File: config.mk
export PLATFORM = sky130hd
export DESIGN_NAME = qport_msg_unit
export DESIGN_NICKNAME = d
export VERILOG_FILES = /design/src/rtl/qpm_pkg.sv /design/src/rtl/qpm_fifo.sv /design/src/rtl/qpm_irq.sv /design/src/rtl/qport_msg_unit.sv
export SDC_FILE = /design/constraint.sdc
export NUM_CORES = 2
export LEC_CHECK = 0
export BUFFER_PORTS_ARGS = -buffer_cell sky130_fd_sc_hd__buf_2
export CAP_MARGIN = 20
export CORE_MARGIN = 3
export CORE_UTILIZATION = 45
export CTS_BUF_LIST = sky130_fd_sc_hd__clkbuf_2 sky130_fd_sc_hd__clkbuf_4 sky130_fd_sc_hd__clkbuf_8
export CTS_CLUSTER_SIZE = 12
export DETAILED_ROUTE_END_ITERATION = 8
export PLACE_DENSITY = 0.63
export SYNTH_ARGS = -nofsm -noshare
export SYNTH_HDL_FRONTEND = slang
export SYNTH_SLANG_ARGS = --single-unit
export TNS_END_PERCENT = 20
File: constraint.sdc
create_clock -name clk -period 4.1 [get_ports clk]
set_input_delay 0.205 -clock clk [delete_from_list [all_inputs] [get_ports clk]]
set_output_delay 0.205 -clock clk [all_outputs]
set_load 0.02 [all_outputs]
File: src/rtl/qpm_pkg.sv
package qpm_pkg;
  localparam int DW = 32;
  localparam int AW = 8;

  localparam logic [AW-1:0] ADR_IMSG0 = 8'h10;
  localparam logic [AW-1:0] ADR_IMSG1 = 8'h14;
  localparam logic [AW-1:0] ADR_OMSG0 = 8'h18;
  localparam logic [AW-1:0] ADR_OMSG1 = 8'h1C;
  localparam logic [AW-1:0] ADR_DBELL = 8'h20;
  localparam logic [AW-1:0] ADR_ISTAT = 8'h24;
  localparam logic [AW-1:0] ADR_IMASK = 8'h28;
  localparam logic [AW-1:0] ADR_OSTAT = 8'h30;
  localparam logic [AW-1:0] ADR_OMASK = 8'h34;
  localparam logic [AW-1:0] ADR_QIN   = 8'h40;
  localparam logic [AW-1:0] ADR_QOUT  = 8'h44;

  localparam int NSTAT = 3;
  localparam int SB_MSG0  = 0;
  localparam int SB_MSG1  = 1;
  localparam int SB_LEVEL = 2;

  localparam int ALIGN_SH = 5;
  localparam logic [DW-1:0] EMPTY_WORD = '1;
endpackage

File: src/rtl/qpm_fifo.sv
module qpm_fifo #(
  parameter int WIDTH = 32,
  parameter int DEPTH = 16
) (
  input  logic             clk,
  input  logic             rst_n,
  input  logic             push_valid,
  output logic             push_ready,
  input  logic [WIDTH-1:0] push_data,
  output logic             pop_valid,
  input  logic             pop_ready,
  output logic [WIDTH-1:0] pop_data
);
  localparam int PW = (DEPTH > 1) ? $clog2(DEPTH) : 1;
  localparam int CW = $clog2(DEPTH + 1);
  localparam logic [PW-1:0] LAST = PW'(DEPTH - 1);
  localparam logic [CW-1:0] FULL = CW'(DEPTH);

  logic [WIDTH-1:0] mem [DEPTH];
  logic [PW-1:0] wr_ptr, rd_ptr;
  logic [CW-1:0] count;
  logic do_push, do_pop;

  assign push_ready = (count != FULL);
  assign pop_valid  = (count != '0);
  assign pop_data   = mem[rd_ptr];
  assign do_push    = push_valid && push_ready;
  assign do_pop     = pop_valid && pop_ready;

  always_ff @(posedge clk) begin
    if (do_push) mem[wr_ptr] <= push_data;
  end

  always_ff @(posedge clk) begin
    if (!rst_n) begin
      wr_ptr <= '0;
      rd_ptr <= '0;
      count  <= '0;
    end else begin
      if (do_push) wr_ptr <= (wr_ptr == LAST) ? '0 : wr_ptr + 1'b1;
      if (do_pop)  rd_ptr <= (rd_ptr == LAST) ? '0 : rd_ptr + 1'b1;
      case ({do_push, do_pop})
        2'b10:   count <= count + 1'b1;
        2'b01:   count <= count - 1'b1;
        default: count <= count;
      endcase
    end
  end

  AST_NO_OVERFLOW: assert property (@(posedge clk) disable iff (!rst_n)
    count <= FULL);
  AST_PUSH_GROWS: assert property (@(posedge clk) disable iff (!rst_n)
    (do_push && !do_pop) |=> count == $past(count) + 1'b1);
endmodule

File: src/rtl/qpm_irq.sv
module qpm_irq #(
  parameter int N = 3,
  parameter logic [N-1:0] LEVEL_BITS = '0
) (
  input  logic         clk,
  input  logic         rst_n,
  input  logic [N-1:0] set_i,
  input  logic [N-1:0] level_i,
  input  logic         clr_we,
  input  logic [N-1:0] clr_bits,
  input  logic         mask_we,
  input  logic [N-1:0] mask_bits,
  output logic [N-1:0] status_o,
  output logic [N-1:0] mask_o,
  output logic         irq_o
);
  for (genvar b = 0; b < N; b++) begin : g_bit
    if (LEVEL_BITS[b]) begin : g_level
      assign status_o[b] = level_i[b];
    end else begin : g_sticky
      logic st_q;
      always_ff @(posedge clk) begin
        if (!rst_n)              st_q <= 1'b0;
        else if (set_i[b])       st_q <= 1'b1;
        else if (clr_we && clr_bits[b]) st_q <= 1'b0;
      end
      assign status_o[b] = st_q;

      AST_W1C_CLEARS: assert property (@(posedge clk) disable iff (!rst_n)
        (clr_we && clr_bits[b] && !set_i[b]) |=> !status_o[b]);
    end
  end

  always_ff @(posedge clk) begin
    if (!rst_n)       mask_o <= '0;
    else if (mask_we) mask_o <= mask_bits;
  end

  assign irq_o = |(status_o & ~mask_o);
endmodule

File: src/rtl/qport_msg_unit.sv
module qport_msg_unit
  import qpm_pkg::*;
#(
  parameter int FREE_DEPTH = 16,
  parameter int POST_DEPTH = 16,
  parameter int CPL_DEPTH  = 16
) (
  input  logic          clk,
  input  logic          rst_n,
  input  logic          hst_rd,
  input  logic          hst_wr,
  input  logic [AW-1:0] hst_addr,
  input  logic [DW-1:0] hst_wdata,
  output logic [DW-1:0] hst_rdata,
  output logic          hst_irq,
  input  logic          ff_in_valid,
  output logic          ff_in_ready,
  input  logic [DW-1:0] ff_in_data,
  output logic          post_valid,
  input  logic          post_ready,
  output logic [DW-1:0] post_data,
  output logic          post_is_host,
  output logic [DW+ALIGN_SH-2:0] post_host_addr,
  input  logic          cpl_valid,
  output logic          cpl_ready,
  input  logic [DW-1:0] cpl_data,
  output logic [DW-1:0] imsg0,
  output logic [DW-1:0] imsg1,
  input  logic          dev_omsg_we,
  input  logic          dev_omsg_sel,
  input  logic [DW-1:0] dev_omsg_data,
  output logic [DW-1:0] doorbell,
  input  logic [DW-1:0] dev_db_clr,
  output logic          dev_irq
);
  localparam logic [NSTAT-1:0] LVL = NSTAT'(1 << SB_LEVEL);

  logic wr_hit_qin, wr_hit_qout, rd_hit_qin, rd_hit_qout;
  assign wr_hit_qin  = hst_wr && (hst_addr == ADR_QIN);
  assign wr_hit_qout = hst_wr && (hst_addr == ADR_QOUT);
  assign rd_hit_qin  = hst_rd && (hst_addr == ADR_QIN);
  assign rd_hit_qout = hst_rd && (hst_addr == ADR_QOUT);

  // free-frame pool: host returns win the write slot over device seeds
  logic          ff_push_valid, ff_push_ready, ff_pop_valid;
  logic [DW-1:0] ff_push_data, ff_head;
  assign ff_push_valid = wr_hit_qout || ff_in_valid;
  assign ff_push_data  = wr_hit_qout ? hst_wdata : ff_in_data;
  assign ff_in_ready   = ff_push_ready && !wr_hit_qout;

  qpm_fifo #(.WIDTH(DW), .DEPTH(FREE_DEPTH)) u_free (
    .clk, .rst_n,
    .push_valid(ff_push_valid), .push_ready(ff_push_ready), .push_data(ff_push_data),
    .pop_valid(ff_pop_valid), .pop_ready(rd_hit_qin), .pop_data(ff_head)
  );

  logic post_push_ready;
  qpm_fifo #(.WIDTH(DW), .DEPTH(POST_DEPTH)) u_post (
    .clk, .rst_n,
    .push_valid(wr_hit_qin), .push_ready(post_push_ready), .push_data(hst_wdata),
    .pop_valid(post_valid), .pop_ready(post_ready), .pop_data(post_data)
  );
  assign post_is_host   = post_data[DW-1];
  assign post_host_addr = {post_data[DW-2:0], {ALIGN_SH{1'b0}}};

  logic          cpl_pop_valid;
  logic [DW-1:0] cpl_head;
  qpm_fifo #(.WIDTH(DW), .DEPTH(CPL_DEPTH)) u_cpl (
    .clk, .rst_n,
    .push_valid(cpl_valid), .push_ready(cpl_ready), .push_data(cpl_data),
    .pop_valid(cpl_pop_valid), .pop_ready(rd_hit_qout), .pop_data(cpl_head)
  );

  // message and doorbell registers
  logic [DW-1:0] imsg0_q, imsg1_q, omsg0_q, omsg1_q, db_q;
  always_ff @(posedge clk) begin
    if (!rst_n) begin
      imsg0_q <= '0; imsg1_q <= '0; omsg0_q <= '0; omsg1_q <= '0; db_q <= '0;
    end else begin
      if (hst_wr && hst_addr == ADR_IMSG0) imsg0_q <= hst_wdata;
      if (hst_wr && hst_addr == ADR_IMSG1) imsg1_q <= hst_wdata;
      if (dev_omsg_we && !dev_omsg_sel)    omsg0_q <= dev_omsg_data;
      if (dev_omsg_we &&  dev_omsg_sel)    omsg1_q <= dev_omsg_data;
      db_q <= (db_q & ~dev_db_clr) |
              ((hst_wr && hst_addr == ADR_DBELL) ? hst_wdata : '0);
    end
  end
  assign imsg0    = imsg0_q;
  assign imsg1    = imsg1_q;
  assign doorbell = db_q;

  // interrupt status per direction
  logic [NSTAT-1:0] in_set, in_lvl, out_set, out_lvl;
  logic [NSTAT-1:0] in_stat, in_mask, out_stat, out_mask;
  always_comb begin
    in_set  = '0; in_lvl = '0; out_set = '0; out_lvl = '0;
    in_set[SB_MSG0]   = hst_wr && hst_addr == ADR_IMSG0;
    in_set[SB_MSG1]   = hst_wr && hst_addr == ADR_IMSG1;
    in_lvl[SB_LEVEL]  = |db_q;
    out_set[SB_MSG0]  = dev_omsg_we && !dev_omsg_sel;
    out_set[SB_MSG1]  = dev_omsg_we &&  dev_omsg_sel;
    out_lvl[SB_LEVEL] = cpl_pop_valid;
  end

  qpm_irq #(.N(NSTAT), .LEVEL_BITS(LVL)) u_in_irq (
    .clk, .rst_n, .set_i(in_set), .level_i(in_lvl),
    .clr_we(hst_wr && hst_addr == ADR_ISTAT), .clr_bits(hst_wdata[NSTAT-1:0]),
    .mask_we(hst_wr && hst_addr == ADR_IMASK), .mask_bits(hst_wdata[NSTAT-1:0]),
    .status_o(in_stat), .mask_o(in_mask), .irq_o(dev_irq)
  );

  qpm_irq #(.N(NSTAT), .LEVEL_BITS(LVL)) u_out_irq (
    .clk, .rst_n, .set_i(out_set), .level_i(out_lvl),
    .clr_we(hst_wr && hst_addr == ADR_OSTAT), .clr_bits(hst_wdata[NSTAT-1:0]),
    .mask_we(hst_wr && hst_addr == ADR_OMASK), .mask_bits(hst_wdata[NSTAT-1:0]),
    .status_o(out_stat), .mask_o(out_mask), .irq_o(hst_irq)
  );

  // registered read path; queue pops take effect on the same edge
  always_ff @(posedge clk) begin
    if (!rst_n) begin
      hst_rdata <= '0;
    end else if (hst_rd) begin
      case (hst_addr)
        ADR_IMSG0: hst_rdata <= imsg0_q;
        ADR_IMSG1: hst_rdata <= imsg1_q;
        ADR_OMSG0: hst_rdata <= omsg0_q;
        ADR_OMSG1: hst_rdata <= omsg1_q;
        ADR_DBELL: hst_rdata <= db_q;
        ADR_ISTAT: hst_rdata <= DW'(in_stat);
        ADR_IMASK: hst_rdata <= DW'(in_mask);
        ADR_OSTAT: hst_rdata <= DW'(out_stat);
        ADR_OMASK: hst_rdata <= DW'(out_mask);
        ADR_QIN:   hst_rdata <= ff_pop_valid  ? ff_head  : EMPTY_WORD;
        ADR_QOUT:  hst_rdata <= cpl_pop_valid ? cpl_head : EMPTY_WORD;
        default:   hst_rdata <= '0;
      endcase
    end
  end

  AST_EMPTY_READ: assert property (@(posedge clk) disable iff (!rst_n)
    (rd_hit_qin && !ff_pop_valid) |=> hst_rdata == EMPTY_WORD);
  AST_DB_STICKY: assert property (@(posedge clk) disable iff (!rst_n)
    (!(hst_wr && hst_addr == ADR_DBELL) && dev_db_clr == '0) |=> $stable(doorbell));
  AST_OMSG_SETS: assert property (@(posedge clk) disable iff (!rst_n)
    (dev_omsg_we && !dev_omsg_sel) |=> out_stat[SB_MSG0]);
  AST_POST_FULL_DROP: assert property (@(posedge clk) disable iff (!rst_n)
    (wr_hit_qin && !post_push_ready && !post_ready) |=> $stable(post_data));
endmodule

# After elaboration in Yosys (flattened, before gate mapping)
# Memories as Yosys holds them, arrays and structs flattened. A register that Yosys moved wholly into a read port is not among the register bits.
# Cells that the tools add are included.
# W data, S select, Z words.
# totals
ff_bits	241
ramBits	1536
input_bits	177
out_inout_bits	202
word_cells	143
memories	3
# op_classes
add_sub_neg	12
n_eq_ne	26
muxes	34
n_bitwise	7
n_reduce_logical	40
# memory_table
name	depth	width	rd	rd_clocked_by_memory_dff	write_ports	line	source
u_cpl.mem	16	32	1	1	1	qpm_fifo.sv:19	logic [WIDTH-1:0] mem [DEPTH];
u_free.mem	16	32	1	1	1	qpm_fifo.sv:19	
u_post.mem	16	32	1	1	1	qpm_fifo.sv:19	
# op_table
cell	count
$pmux W32 S11	1
$mux W32	4
$mux W4	12
$eq A8 B6 Y1 const B	5
$and A32 B32 Y32	1
$eq A8 B5 Y1 const B	4
$not A32 Y32	1
$or A32 B32 Y32	1
$reduce_or A32 Y1	1
$pmux W5 S2	3
$add A4 B1 Y4 const B	6
$eq A4 B4 Y1 const B	6
$logic_and A1 B1 Y1	24
$eq A8 B7 Y1 const B	2
$add A5 B1 Y5 const B	3
$ne A5 B5 Y1 const B	3
$reduce_bool A5 Y1	3
$sub A5 B1 Y5 const B	3
$mux W1	14
$reduce_bool A2 Y1	7
$and A3 B3 Y3	2
$eq A2 B1 Y1 const B	3
$eq A2 B2 Y1 const B	3
$not A3 Y3	2
other kinds (3)	5

# Depth between registers and ports, before layout
# logic_depth
word_depth	6
ltp_mapped	15
mapped_depth_nobuf	12

# Cells and area by module
# Synthesis repeated with hierarchy kept, for this count alone.
# unflattened
cells_unflattened	3707
area_unflattened_um2	71029.4
# by_module_without_submodules
module	instances	cells_per_inst	area_per_inst_um2	seq_area_each_um2
qpm_fifo (u_free ...)	2	824	20430.8	15715.1
qpm_fifo (u_cpl)	1	824	20299.5	15715.1
qport_msg_unit	1	1187	9420.3	3843.7
qpm_irq	2	24	224.0	100.1

# Worst setup path before layout
# OpenSTA, ideal clock, no wires.
# synth_timing
path_type	input port to flip-flop
startpoint	input port hst_addr[1]
endpoint	memory u_free.mem[0][0] (enable)
setup_ns	0.461
arrival_ns	3.899
t_required_ns	3.639
slack_ns	-0.260
path_stages	7
cell_sequence	buf_2 -> nor4b_2 -> a31o_2 -> and2_1 -> clkbuf_1 -> nand2_1 -> nor3_1
# synth_between
elab_chain_cells	6
# synth_lines
element	line	source
start: declaration	qport_msg_unit.sv:12	input logic [AW-1:0] hst_addr,
$eq A8 B7 Y1	qport_msg_unit.sv:40	assign wr_hit_qout = hst_wr && (hst_addr == ADR_QOUT);
$logic_and A1 B1 Y1	qport_msg_unit.sv:40	
$logic_or A1 B1 Y1	qport_msg_unit.sv:47	assign ff_push_valid = wr_hit_qout || ff_in_valid;
$logic_and A1 B1 Y1	qpm_fifo.sv:27	assign do_push = push_valid && push_ready;
$mux W1	qpm_fifo.sv:31	if (do_push) mem[wr_ptr] <= push_data;
$mux W1 (not written as such)	qpm_fifo.sv:31	
end: declaration	qpm_fifo.sv:19	
# Every way passes these cells.

==> results.py <==
metrics = {
    "power_and_ir_drop": {
        "intPower_mw": 28.7,
        "switching_power_mw": 7.86,
        "p_per_area_nw_per_um2": 435,
        "pwr-share-comb_pct": 3.4,
        "p_leak_nw": 27.1,
        "irDropWorstVdd_uv": 269,
        "seqPwrFrac_pct": 54.5,
        "swShare_pct": 21.5,
        "clock_power_share_pct": 42.1,
    },
    "hold_path": {
        "hold_path_class": "in -> reg",
    },
    "global_route": {
        "grtUsageTotal_pct": 27.0,
        "grt_pass1_vias": 41142,
        "antenna_found_initial": 43,
        "grt_overflow": 0,
        "grt_start_max_net_pins": 155,
        "grt_pass1_wl_um": 309000,
    },
    "placed_design": {
        "placed_area_um2": 75700,
        "hpwl_um": 143000,
        "place_inst": 6250,
        "gp_congestion": 0.948,
        "dp_slack_ns": 0.349,
        "port_buffers": 373,
    },
    "drt": {
        "routed_wl_um": 221000,
        "first_iter_violations": 5698,
        "final_antenna_net_count": 0,
        "routedWlPerCell_um": 31.3,
        "vias_per_cell": 6.02,
        "drc": 0,
        "vias": 42423,
        "dr.pass1.iters": 8,
    },
    "sta": {
        "setup_viol": 0,
        "period_needed_ns": 3.66,
        "setup_tns_ns": 0,
        "setup_ws_ns": 0.440,
        "fin_skew_ns": 0.0745,
        "max_freq_ghz": 0.273,
        "rsz0062_at_grt": "no",
        "min_period_over_period_pct": 89.3,
        "max_slew_margin_pct": 21.6,
        "drv_slew": 0,
        "report.final.hold_viol_count": 0,
        "tightest_slew_ns": 1.17,
        "hold_slack_ns": 0.0908,
    },
    "final_layout": {
        "seqCellArea_um2": 51200,
        "multiInputGateArea_um2": 18500,
        "area.growth.synth_to_final_pct": 19.0,
        "post-route-cell-area_um2": 84000,
        "final_cell_count_no_fill": 7050,
        "final_nets": 4970,
        "fill_cells": 12291,
        "drive_above_1_share_pct": 30.7,
    },
    "die": {
        "fp.dieH_um": 402,
        "initial_core_util_pct": 45.6,
        "pin_count": 379,
        "core_area_um2": 155000,
        "dieArea_um2": 162000,
        "rows": 144,
        "die_width_um": 402,
    },
    "clock_network": {
        "cts-resized-gates": 0,
        "cts_sinks": 1789,
        "cts_hold_buf": 250,
        "ctsHtreeMaxLevel": 5,
        "clkTransAtPathRegs_ns": 0.06,
        "post_cts_buffers": 0,
        "cts_tree": "done",
        "cts_buffers": 306,
        "clockBufferDepth": 4,
        "ctsRootBufferMaster": "clkbuf_8",
        "clk_latency_ns": 1.02,
    },
    "critical_path": {
        "worstSetupStartpointType": "register",
        "cp.required_ns": 3.89,
        "worst-r2r-setup-slack_ns": 0.67,
        "cp-end-kind": "output pin",
        "path_max_fanout": 33,
        "setup.worst_path.class": "reg -> out",
        "cp_data_arrival_time_ns": 3.46,
    },
    "run": {
        "maxCapViolations": 0,
    },
    "logic_synthesis": {
        "synth_seq_cells": 1789,
        "ys.flop_type": "edfxtp_1",
        "synth_area_um2": 70600,
        "synthArstFlopShare_pct": 0,
        "syn_inst": 3972,
        "yosys.cell_types.count": 71,
        "ys_seq_area_share_pct": 72.5,
        "synth_edf_count": 1536,
        "synth_warnings": 0,
        "postSynthAreaPerCell_um2": 17.8,
    },
    "status": {
        "status": "complete, no violations",
    },
}
final cells by class:
cell class / count / area share (%)
diodes: 30 / 0.0893
clock buffers: 426 / 6.16
flip-flops and latches: 1789 / 61.0
inverters: 29 / 0.138
clock inverters: 94 / 0.642
multi-input cells: 1878 / 22.0
repair buffers: 760 / 7.00
well taps: 2044 / 3.04
Yosys cell counts (all sizes together) (5+ instances only):
| master | number | area (um2) |
|---|---|---|
| nor4b | 5 | 56.3 |
| nand3 | 41 | 205 |
| and3 | 8 | 50.1 |
| inv | 28 | 105 |
| o221ai | 5 | 43.8 |
| nor2b | 62 | 388 |
| xor2 | 10 | 87.6 |
| or3 | 11 | 68.8 |
| a2bb2oi | 10 | 87.6 |
| clkbuf | 151 | 567 |
| a211oi | 11 | 82.6 |
| a21boi | 6 | 45.0 |
| a2111oi | 13 | 145 |
| ha | 27 | 338 |
| buf | 129 | 723 |
| dfxtp | 253 | 5060 |
| a22oi | 23 | 173 |
| mux2 | 59 | 664 |
| a31oi | 8 | 50.1 |
| o31ai | 5 | 37.5 |
| nand2 | 374 | 1400 |
| a32oi | 12 | 105 |
| o311ai | 5 | 43.8 |
| a21oi | 237 | 1200 |
| nor2 | 171 | 642 |
| or4 | 7 | 52.6 |
| edfxtp | 1536 | 46100 |
| a221oi | 40 | 394 |
| o22ai | 45 | 282 |
| mux4 | 408 | 9190 |
| nor4 | 17 | 113 |
| o21ai | 27 | 135 |
| nor3 | 37 | 185 |
| nand2b | 19 | 119 |
| mux2i | 126 | 1260 |
cell families (layout without fill, tap and decap cells):
group	count (synthesis)	count (layout)	synth area share, %
flip-flops	1789	1789	72.5
other	1	35	0.00531
adder cells (fa/ha/maj)	29	29	0.535
XOR/XNOR	12	12	0.149
AND/OR/NAND/NOR	770	770	4.85
AO/OA/AOI/OAI	469	469	4.27
buffers and inverters	309	1309	1.98
multiplexers	593	593	15.7
per-stage QoR:
step	utilization (%)	power (mW)
floorplan	-	20.7
global placement	48.8	21.3
detailed placement	48.9	21.4
CTS	54.2	36.8
global route	54.2	37.7
finish	54.2	36.5
layer usage:
metal  share of wire [%]  GRT usage (%)  up-vias  wire length, um
met3                  12           10.4      391            27500
met5                0.12              0        -              259
met1                  39           36.9    22061            86600
li1                    -              -    17422                -
met2                  45           39.4     2539            98700
met4                 3.4           9.46       10             7610
layout by cell type, fill, tap and decap left out, types with 9 or more instances in the layout:
cell           synthesis  final
edfxtp_1            1536   1536
mux4_2               408    408
buf_2                 50    375
nand2_1              374    373
clkbuf_8               0    316
dlygate4sd3_1          0    249
dfxtp_1              253    243
a21oi_1              234    234
nor2_1               171    135
mux2i_1              126    126
clkbuf_4               0    110
buf_4                 43     97
clkinv_1               1     63
nor2b_1               62     61
mux2_2                59     59
o22ai_1               45     45
nand3_1               41     39
buf_12                 0     38
nor2_4                 0     36
a221oi_1              33     33
diode_2                0     30
inv_1                 28     28
o21ai_0               27     27
ha_1                  27     27
nor3_1                37     25
a22oi_1               23     23
nand2b_1              19     19
clkinv_2               0     17
nor4_1                16     14
a32oi_1               12     12
or3_1                 11     11
a211oi_1              11     11
xor2_1                10     10
nor3_2                 0     10
a2111oi_0             10     10
a2bb2oi_1             10     10
clkinvlp_4             0      9
power by group through the flow:
| stage | registers [mW] | clock network (mW) | logic (mW) |
|---|---|---|---|
| finish | 19.9 | 15.4 | 1.24 |
| global route | 19.9 | 16.5 | 1.30 |
| CTS | 19.9 | 15.6 | 1.22 |
| detailed placement | 20.3 | 0 | 1.04 |
| global placement | 20.3 | 0 | 1.02 |
| floorplan | 20.3 | 0 | 0.423 |
critical path, stage by stage, from the launching register on:
cell and delay (ns):
dfxtp_4 0.77, buf_12 0.34, mux4_2 0.59, mux4_2 0.53
buf_2 0.18
final timing paths:
| kind | start | end | cells past startpoint |
|---|---|---|---|
| max | register | post_data[26] | 4 |
| min | dev_omsg_data[17] | omsg1_q[17]$_SDFFE_PN0P_ | 4 |
| max reg2reg | register | hst_rdata[2]$_SDFFE_PN0P_ | 7 |
| min reg2reg | omsg1_q[0]$_SDFFE_PN0P_ | omsg1_q[0]$_SDFFE_PN0P_ | 2 |
state kept, by name (all words and copies together), names as in the netlist, named ones only:
name	flops
u_cpl.wr_ptr	4
u_free.count	5
imsg0	32
u_in_irq.g_bit.g_sticky.st_q	2
omsg1_q	32
doorbell	32
u_free.mem	512
u_out_irq.mask_o	3
u_cpl.mem	512
u_out_irq.g_bit.g_sticky.st_q	2
u_cpl.count	5
u_in_irq.mask_o	3
u_post.mem	512
imsg1	32
hst_rdata	32
u_free.rd_ptr	4
omsg0_q	32
u_free.wr_ptr	4
u_post.count	5
u_cpl.rd_ptr	4
u_post.rd_ptr	4
u_post.wr_ptr	4
(Power assumes the default switching activity.)
